===== src/rtl/ctlport_pkg.sv =====
package ctlport_pkg;
  localparam int CPU_DW    = 8;
  localparam int PAD_LINES = 5;

  typedef logic [CPU_DW-1:0]    cpu_byte_t;
  typedef logic [PAD_LINES-1:0] pad_lines_t;

  // Active-low pad lines become active-high data bits; upper bits read zero.
  function automatic cpu_byte_t pad_readback(input pad_lines_t lines);
    cpu_byte_t v;
    v = '0;
    v[PAD_LINES-1:0] = ~lines;
    return v;
  endfunction
endpackage


===== src/rtl/ctlport_decode.sv =====
module ctlport_decode #(
  parameter int                ADDR_W    = 16,
  parameter logic [ADDR_W-1:0] BASE_ADDR = 16'h4016,
  parameter int                NPORT     = 2
) (
  input  logic [ADDR_W-1:0] bus_addr,
  input  logic              bus_rd,
  input  logic              bus_wr,
  output logic [NPORT-1:0]  rd_hit,
  output logic              strobe_wr
);
  for (genvar g = 0; g < NPORT; g++) begin : g_hit
    localparam logic [ADDR_W-1:0] PORT_ADDR = ADDR_W'(BASE_ADDR + g);
    assign rd_hit[g] = bus_rd && (bus_addr == PORT_ADDR);
  end

  assign strobe_wr = bus_wr && (bus_addr == BASE_ADDR);

  always_comb begin
    assert ($onehot0(rd_hit)) else $error("p_single_hit_r4: more than one port hit");
  end
endmodule


===== src/rtl/ctlport_strobe.sv =====
module ctlport_strobe (
  input  logic clk,
  input  logic rst,
  input  logic strobe_wr,
  input  logic wbit,
  output logic strobe_q
);
  always_ff @(posedge clk) begin
    if (rst)            strobe_q <= 1'b0;
    else if (strobe_wr) strobe_q <= wbit;
  end

  p_strobe_load_r2: assert property (@(posedge clk) disable iff (rst)
    strobe_wr |=> strobe_q == $past(wbit));
  p_strobe_hold_r3: assert property (@(posedge clk) disable iff (rst)
    !strobe_wr |=> $stable(strobe_q));
endmodule


===== src/rtl/ctlport_clkgen.sv =====
module ctlport_clkgen #(
  parameter int NPORT = 2
) (
  input  logic             clk,
  input  logic             rst,
  input  logic [NPORT-1:0] rd_hit,
  output logic [NPORT-1:0] port_clk
);
  for (genvar g = 0; g < NPORT; g++) begin : g_clk
    always_ff @(posedge clk) begin
      if (rst) port_clk[g] <= 1'b1;
      else     port_clk[g] <= ~rd_hit[g];
    end

    p_clk_low_r4: assert property (@(posedge clk) disable iff (rst)
      rd_hit[g] |=> !port_clk[g]);
    p_clk_idle_r9: assert property (@(posedge clk) disable iff (rst)
      !rd_hit[g] |=> port_clk[g]);
  end
endmodule


===== src/rtl/ctlport_readmux.sv =====
module ctlport_readmux
  import ctlport_pkg::*;
#(
  parameter int NPORT = 2
) (
  input  logic                       clk,
  input  logic                       rst,
  input  logic [NPORT-1:0]           rd_hit,
  input  logic [NPORT*PAD_LINES-1:0] pad_din,
  output cpu_byte_t                  rdata_q
);
  pad_lines_t sel_lines;
  logic       any_hit;

  always_comb begin
    sel_lines = '0;
    for (int p = 0; p < NPORT; p++)
      if (rd_hit[p]) sel_lines = pad_din[p*PAD_LINES +: PAD_LINES];
  end

  assign any_hit = |rd_hit;

  always_ff @(posedge clk) begin
    if (rst)          rdata_q <= '0;
    else if (any_hit) rdata_q <= pad_readback(sel_lines);
  end

  p_upper_zero_r8: assert property (@(posedge clk) disable iff (rst)
    any_hit |=> rdata_q[CPU_DW-1:PAD_LINES] == '0);
  p_data_hold_r9: assert property (@(posedge clk) disable iff (rst)
    !any_hit |=> $stable(rdata_q));
  p_data_invert_r7: assert property (@(posedge clk) disable iff (rst)
    any_hit |=> rdata_q[PAD_LINES-1:0] == ~$past(sel_lines));
endmodule


===== src/rtl/ctlport_if.sv =====
module ctlport_if
  import ctlport_pkg::*;
#(
  parameter int                ADDR_W    = 16,
  parameter logic [ADDR_W-1:0] BASE_ADDR = 16'h4016,
  parameter int                NPORT     = 2,
  localparam int               DIN_W     = NPORT * PAD_LINES
) (
  input  logic              clk,
  input  logic              rst,
  input  logic [ADDR_W-1:0] bus_addr,
  input  logic              bus_rd,
  input  logic              bus_wr,
  input  logic [CPU_DW-1:0] bus_wdata,
  output logic [CPU_DW-1:0] bus_rdata,
  output logic              port_strobe,
  output logic [NPORT-1:0]  port_clk,
  input  logic [DIN_W-1:0]  port_din
);
  logic [NPORT-1:0] rd_hit;
  logic             strobe_wr;
  logic             wdata_unused;

  assign wdata_unused = ^bus_wdata[CPU_DW-1:1];

  ctlport_decode #(.ADDR_W(ADDR_W), .BASE_ADDR(BASE_ADDR), .NPORT(NPORT)) u_decode (
    .bus_addr (bus_addr),
    .bus_rd   (bus_rd),
    .bus_wr   (bus_wr),
    .rd_hit   (rd_hit),
    .strobe_wr(strobe_wr)
  );

  ctlport_strobe u_strobe (
    .clk      (clk),
    .rst      (rst),
    .strobe_wr(strobe_wr),
    .wbit     (bus_wdata[0]),
    .strobe_q (port_strobe)
  );

  ctlport_clkgen #(.NPORT(NPORT)) u_clkgen (
    .clk     (clk),
    .rst     (rst),
    .rd_hit  (rd_hit),
    .port_clk(port_clk)
  );

  ctlport_readmux #(.NPORT(NPORT)) u_readmux (
    .clk    (clk),
    .rst    (rst),
    .rd_hit (rd_hit),
    .pad_din(port_din),
    .rdata_q(bus_rdata)
  );

  p_write_no_clk_r6: assert property (@(posedge clk) disable iff (rst)
    (bus_wr && !bus_rd) |=> port_clk == '1);
endmodule


===== config.mk =====
export PLATFORM = sky130hd
export DESIGN_NAME = ctlport_if
export DESIGN_NICKNAME = d
export VERILOG_FILES = /design/src/rtl/ctlport_pkg.sv /design/src/rtl/ctlport_decode.sv /design/src/rtl/ctlport_strobe.sv /design/src/rtl/ctlport_clkgen.sv /design/src/rtl/ctlport_readmux.sv /design/src/rtl/ctlport_if.sv
export SDC_FILE = /design/constraint.sdc
export NUM_CORES = 1
export LEC_CHECK = 0
export CORE_UTILIZATION = 24
export DETAILED_ROUTE_END_ITERATION = 10
export PLACE_DENSITY = 0.75
export SLEW_MARGIN = 20
export SYNTH_ARGS = -nofsm -noshare
export SYNTH_HDL_FRONTEND = slang
export SYNTH_SLANG_ARGS = --single-unit

===== constraint.sdc =====
create_clock -name clk -period 1.1 [get_ports clk]
set_input_delay 0.22 -clock clk [delete_from_list [all_inputs] [get_ports clk]]
set_output_delay 0.22 -clock clk [all_outputs]
set_load 0.05 [all_outputs]

Word level (Yosys, flattened, before mapping)
Cells that the tools add are included.
Widths: inputs -> output; s select.
{"block": "totals", "reg_bits": 8, "input_bits": 38}
{"block": "op_classes", "n_reduce_logical": 4, "n_bitwise": 3, "n_mux": 2, "eq_ne": 2}
{"cell": "$eq 16x15->1 const B", "n": 2}
{"cell": "$mux 5", "n": 2}
{"cell": "$not 5->5", "n": 1}
{"cell": "$logic_and 1x1->1", "n": 3}
{"cell": "$not 1->1", "n": 2}
{"cell": "$reduce_or 2->1", "n": 1}

Logic depth before layout (Yosys ltp)
{"block": "logic_depth", "word_depth": 5, "ltp_mapped": 5, "ltp_nobuf": 4}

Cells and area by module
Synthesis repeated with hierarchy kept, for this count alone.
{"block": "hier_totals", "hier_cells": 47, "hier_area_um2": 432.9}
{"mod": "ctlport_readmux", "seq_area_each_um2": 100.1, "area_per_inst_um2": 270.3, "cells_each": 31, "instances": 1}
{"mod": "ctlport_decode", "seq_area_each_um2": 0.0, "area_per_inst_um2": 76.3, "cells_each": 9, "instances": 1}
{"mod": "ctlport_clkgen", "seq_area_each_um2": 40.0, "area_per_inst_um2": 52.6, "cells_each": 4, "instances": 1}
{"mod": "ctlport_strobe", "seq_area_each_um2": 20.0, "area_per_inst_um2": 33.8, "cells_each": 3, "instances": 1}

Worst setup path before layout
OpenSTA, ideal clock, no wires.
{"block": "synth_path", "path_type": "input to register", "startpoint": "input bus_addr[6]", "endpoint": "register u_strobe.strobe_q", "path_slack_ns": 0.005, "cell_stages": 5, "arrival_ns": 0.979, "required_ns": 0.984, "setup_ns": 0.116, "cell_sequence": "nor4b_2 > and4_1 > buf_4 > a21bo_2 > a21oi_1"}
{"block": "synth_between", "elab_chain_len": 2}
{"item": "start: declaration", "line": "ctlport_if.sv:11", "rtl": "input logic [ADDR_W-1:0] bus_addr,"}
{"item": "$eq 16x15->1", "line": "ctlport_decode.sv:17", "rtl": "assign strobe_wr = bus_wr && (bus_addr == BASE_ADDR);"}
{"item": "$logic_and 1x1->1", "line": "ctlport_decode.sv:17"}
{"item": "end signal: assignment", "line": "ctlport_strobe.sv:10", "rtl": "else if (strobe_wr) strobe_q <= wbit;"}
{"item": "end: declaration", "line": "ctlport_strobe.sv:6", "rtl": "output logic strobe_q"}
No other way between the ends.
A chain may end at the register's enable or synchronous reset.

Worst setup path after layout
{"block": "layout_path", "startpoint": "register u_readmux.rdata_q[3]", "endpoint": "output bus_rdata[3]"}
{"item": "start: declaration", "line": "ctlport_readmux.sv:10", "rtl": "output cpu_byte_t rdata_q"}
{"item": "start signal: assignment", "line": "ctlport_readmux.sv:25", "rtl": "else if (any_hit) rdata_q <= pad_readback(sel_lines);"}
{"item": "end: declaration", "line": "ctlport_if.sv:15", "rtl": "output logic [CPU_DW-1:0] bus_rdata,"}
No word-level cell between the ends.

==> flow_results.xml <==
<?xml version="1.0" encoding="UTF-8"?>
<metrics>
  <group name="synth">
    <metric name="synthXorXnorAreaFrac" unit="%">0</metric>
    <metric name="yosys.area.top_type" unit="">dfxtp_1</metric>
    <metric name="synth_compound_area_share" unit="%">15.0</metric>
    <metric name="synth_fa_ha_area_share" unit="%">0</metric>
    <metric name="yosysUniqueCellTypes" unit="">19</metric>
    <metric name="fraction_of_synthesized_cell_area_taken_by_the_top_area_cell_type" unit="%">36.9</metric>
    <metric name="synth.area.mux_share" unit="%">11.5</metric>
    <metric name="synth.top_cells.by_area" unit="">dfxtp_1 37%, mux2i_1 12%, a21oi_1 6.9%, nand3_1 6.9%, buf_4 6.9%</metric>
    <metric name="yosys_warnings" unit="">0</metric>
    <metric name="avg_inst_size_synth" unit="um^2">9.05</metric>
    <metric name="synth.yosys.seq_area_share" unit="%">36.9</metric>
    <metric name="netlist_area" unit="um^2">434</metric>
    <metric name="ys_seq_elements" unit="">8</metric>
    <metric name="yosys.area_share.simple" unit="%">27.1</metric>
    <metric name="combinational_family_with_the_most_area_after_synthesis" unit="">simple AND/OR/NAND/NOR gates</metric>
    <metric name="gate_count_after_technology_mapping" unit="">48</metric>
  </group>
  <group name="die">
    <metric name="height_of_the_chip" unit="um">44.5</metric>
    <metric name="core_region_area" unit="mm^2">0.00171</metric>
    <metric name="die_w" unit="um">44.5</metric>
    <metric name="io_pins" unit="">49</metric>
    <metric name="floorplan.initialDensity" unit="%">25.4</metric>
    <metric name="floorplan.rows" unit="">15</metric>
    <metric name="dieArea" unit="mm^2">0.00198</metric>
  </group>
  <group name="timing">
    <metric name="fin_worst_skew" unit="ps">0</metric>
    <metric name="rsz0062_at_grt" unit="">no</metric>
    <metric name="final.min_clock_period" unit="ps">1040</metric>
    <metric name="timing.final.hold_violations" unit="">0</metric>
    <metric name="maxClockFrequency" unit="GHz">0.960</metric>
    <metric name="final_setup_viols" unit="">0</metric>
    <metric name="slew_violations" unit="">0</metric>
    <metric name="layout_worst_path_cycle_share" unit="%">94.7</metric>
  </group>
  <group name="min_path">
    <metric name="hold-path-cell-count" unit="">3</metric>
    <metric name="min_path_type" unit="">in2reg</metric>
  </group>
  <group name="detailed_routing">
    <metric name="drt_drc_violations_left" unit="">0</metric>
    <metric name="avgRoutedWirePerCell" unit="um">12.4</metric>
    <metric name="dr.pass1.iters" unit="">4</metric>
    <metric name="initialDrtViolationCount" unit="">13</metric>
    <metric name="avgViaCountPerCell" unit="">4.61</metric>
    <metric name="drt-total-wl" unit="um">1430</metric>
    <metric name="number_of_antenna_violating_nets_in_the_routed_design" unit="">0</metric>
    <metric name="vias" unit="">530</metric>
  </group>
  <group name="clock_tree">
    <metric name="cts_hold_buffers_added" unit="">0</metric>
    <metric name="clock_insertion_delay_worst_skew" unit="ps">250</metric>
    <metric name="clockRootBuffer" unit="">clkbuf_4</metric>
    <metric name="clk_buf_depth" unit="">2</metric>
    <metric name="clock_sinks" unit="">8</metric>
    <metric name="clk_pin_slew_worst_paths" unit="ps">50</metric>
    <metric name="htree_levels" unit="">1</metric>
    <metric name="tritoncts" unit="">yes</metric>
    <metric name="numCtsBuffers" unit="">3</metric>
  </group>
  <group name="grt">
    <metric name="global_route_wire_length_before_repair" unit="um">2260</metric>
    <metric name="via_count_of_the_first_global_routing_pass" unit="">506</metric>
    <metric name="antenna_violations_before_repair" unit="">0</metric>
    <metric name="groute.usage.overall" unit="%">15.9</metric>
    <metric name="grt_max_degree" unit="">9</metric>
    <metric name="grt_remaining_overflow" unit="">0</metric>
  </group>
  <group name="pwr">
    <metric name="static-leakage-power" unit="uW">0.000402</metric>
    <metric name="power_density" unit="mW/mm^2">708</metric>
    <metric name="vdd_ir_drop_max" unit="mV">0.430</metric>
  </group>
  <group name="setup_path">
    <metric name="critical-path-top-delay-family" unit="">flip-flops</metric>
    <metric name="rr_worst_depth" unit="">2</metric>
    <metric name="setup.worst_path.start_class" unit="">flop</metric>
    <metric name="critical_path_buf_inv_count" unit="">1</metric>
    <metric name="timing.critical_path.to_type" unit="">primary output</metric>
    <metric name="worstSetupPathDepth" unit="">1</metric>
    <metric name="critical_path.max_fanout" unit="">2</metric>
    <metric name="cp.required" unit="ps">880</metric>
    <metric name="critPathKind" unit="">reg2out</metric>
    <metric name="timing.critical_path.arrival" unit="ps">820</metric>
    <metric name="worstPathCellList" unit="">buf_12</metric>
    <metric name="critical-path-slowest-cell" unit="">dfxtp_1</metric>
    <metric name="cp_slowest_stage_delay" unit="ps">410</metric>
  </group>
  <group name="cells_and_area">
    <metric name="mostFrequentLayoutCells" unit="">14 x clkdlybuf4s50_1, 9 x clkbuf_2, 8 x buf_12, 8 x dfxtp_1, 5 x a21oi_1</metric>
    <metric name="area.growth.synth_to_final" unit="%">125</metric>
    <metric name="mostFrequentLayoutCell" unit="">clkdlybuf4s50_1</metric>
    <metric name="stdcell_area" unit="um^2">978</metric>
    <metric name="fillerInstances" unit="">158</metric>
    <metric name="final_layout_size_suffix_gt1_share" unit="%">40.0</metric>
    <metric name="nNetsFinal" unit="">130</metric>
    <metric name="diodes" unit="">0</metric>
    <metric name="instances_no_fill" unit="">115</metric>
  </group>
  <group name="place">
    <metric name="dpl.hpwl" unit="um">1100</metric>
    <metric name="post-place-cells" unit="">111</metric>
    <metric name="globalplace.congestion" unit="">0.677</metric>
    <metric name="number_of_buffers_added_on_ports" unit="">38</metric>
    <metric name="post_dp_cell_area" unit="um^2">922</metric>
  </group>
  <group name="flow_run">
    <metric name="drv.max_cap_violation_count" unit="">0</metric>
  </group>
  <group name="outcome">
    <metric name="run_status" unit="">completed</metric>
  </group>
</metrics>
-- sequential cells by signal, summed over array words and instances (netlist names) --
register	count
u_readmux.rdata_q	5
u_clkgen.port_clk	2
u_strobe.strobe_q	1
-- what timing repair did --
item / 4_1_cts / 5_1_grt
pin swaps: 9 / 9
endpoints found under the setup margin: 8 / 8
hold endpoints to repair: 0 / 0
gates resized for setup: 36 / 21
setup buffers: 1 / 0
-- cells in the mapped netlist --
cell type  number
conb_1          1
and4_1          1
nand3_1         6
a21bo_2         1
o21ai_0         5
nor4b_2         2
nand4_1         1
nor4_2          1
nor2b_1         1
buf_4           4
clkbuf_1        1
dfxtp_1         8
nand2_1         1
nand2b_1        1
mux2i_1         5
nor3_1          1
and3b_1         1
a21oi_1         6
inv_1           1
-- per-stage QoR --
step	hold WS (ps)	total power (uW)	setup slack, ps	TNS [ps]	util, %
final	314	692	58.7	0	57.3
after global routing	325	724	5.33	0	57.3
after CTS	529	696	5.97	0	57.9
after detailed placement	511	472	-590	-4520	54.0
after floorplan	289	355	4.66	0	-
after global placement	502	471	-533	-4150	54.0
-- tightest hold or removal path, delay by kind of cell --
| family | cells | cell delay (ps) |
|---|---|---|
| AND/OR/NAND/NOR | 1 | 50 |
| buffers and inverters | 2 | 250 |
-- cell families after synthesis --
group                  count (synthesis)
buffers and inverters                  6
and+or+nand+nor                       16
DFF                                    8
muxes                                  5
other                                  1
AOI/OAI and AO/OA                     12
-- layer usage --
layer	part of all wire, %	up-vias	GRT usage [%]	wire [um]
li1	-	254	-	-
met1	38	258	18.5	547
met2	56	16	28.2	805
met3	4.5	2	4.90	65
met4	0.70	0	3.64	10
met5	0	-	0	0
-- cell type report --
class | count | area [um^2] | area share, %
timing repair buffer | 42 | 452 | 46.2
tap | 25 | 31.3 | 3.20
clock buffer | 3 | 22.5 | 2.30
multi-input combinational | 36 | 309 | 31.6
sequential | 8 | 160 | 16.4
inverter | 1 | 3.75 | 0.384
-- report_power, final --
part	total, uW	switching (uW)	internal, uW
Clock	227	102	125
Combinational	175	77.0	98.2
Sequential	290	0.00426	290
Total	692	179	513
-- worst paths after layout --
| kind | endpoint | start | slack, ps |
|---|---|---|---|
| worst max-delay path | bus_rdata[3] | u_readmux.rdata_q[3] | 60 |
| worst min-delay path | u_clkgen.port_clk[1] | bus_addr[0] | 310 |
| worst max register to register | u_strobe.strobe_q | u_strobe.strobe_q | 310 |
| worst min register to register | u_readmux.rdata_q[0] | u_readmux.rdata_q[0] | 520 |
(Power assumes the default switching activity.)
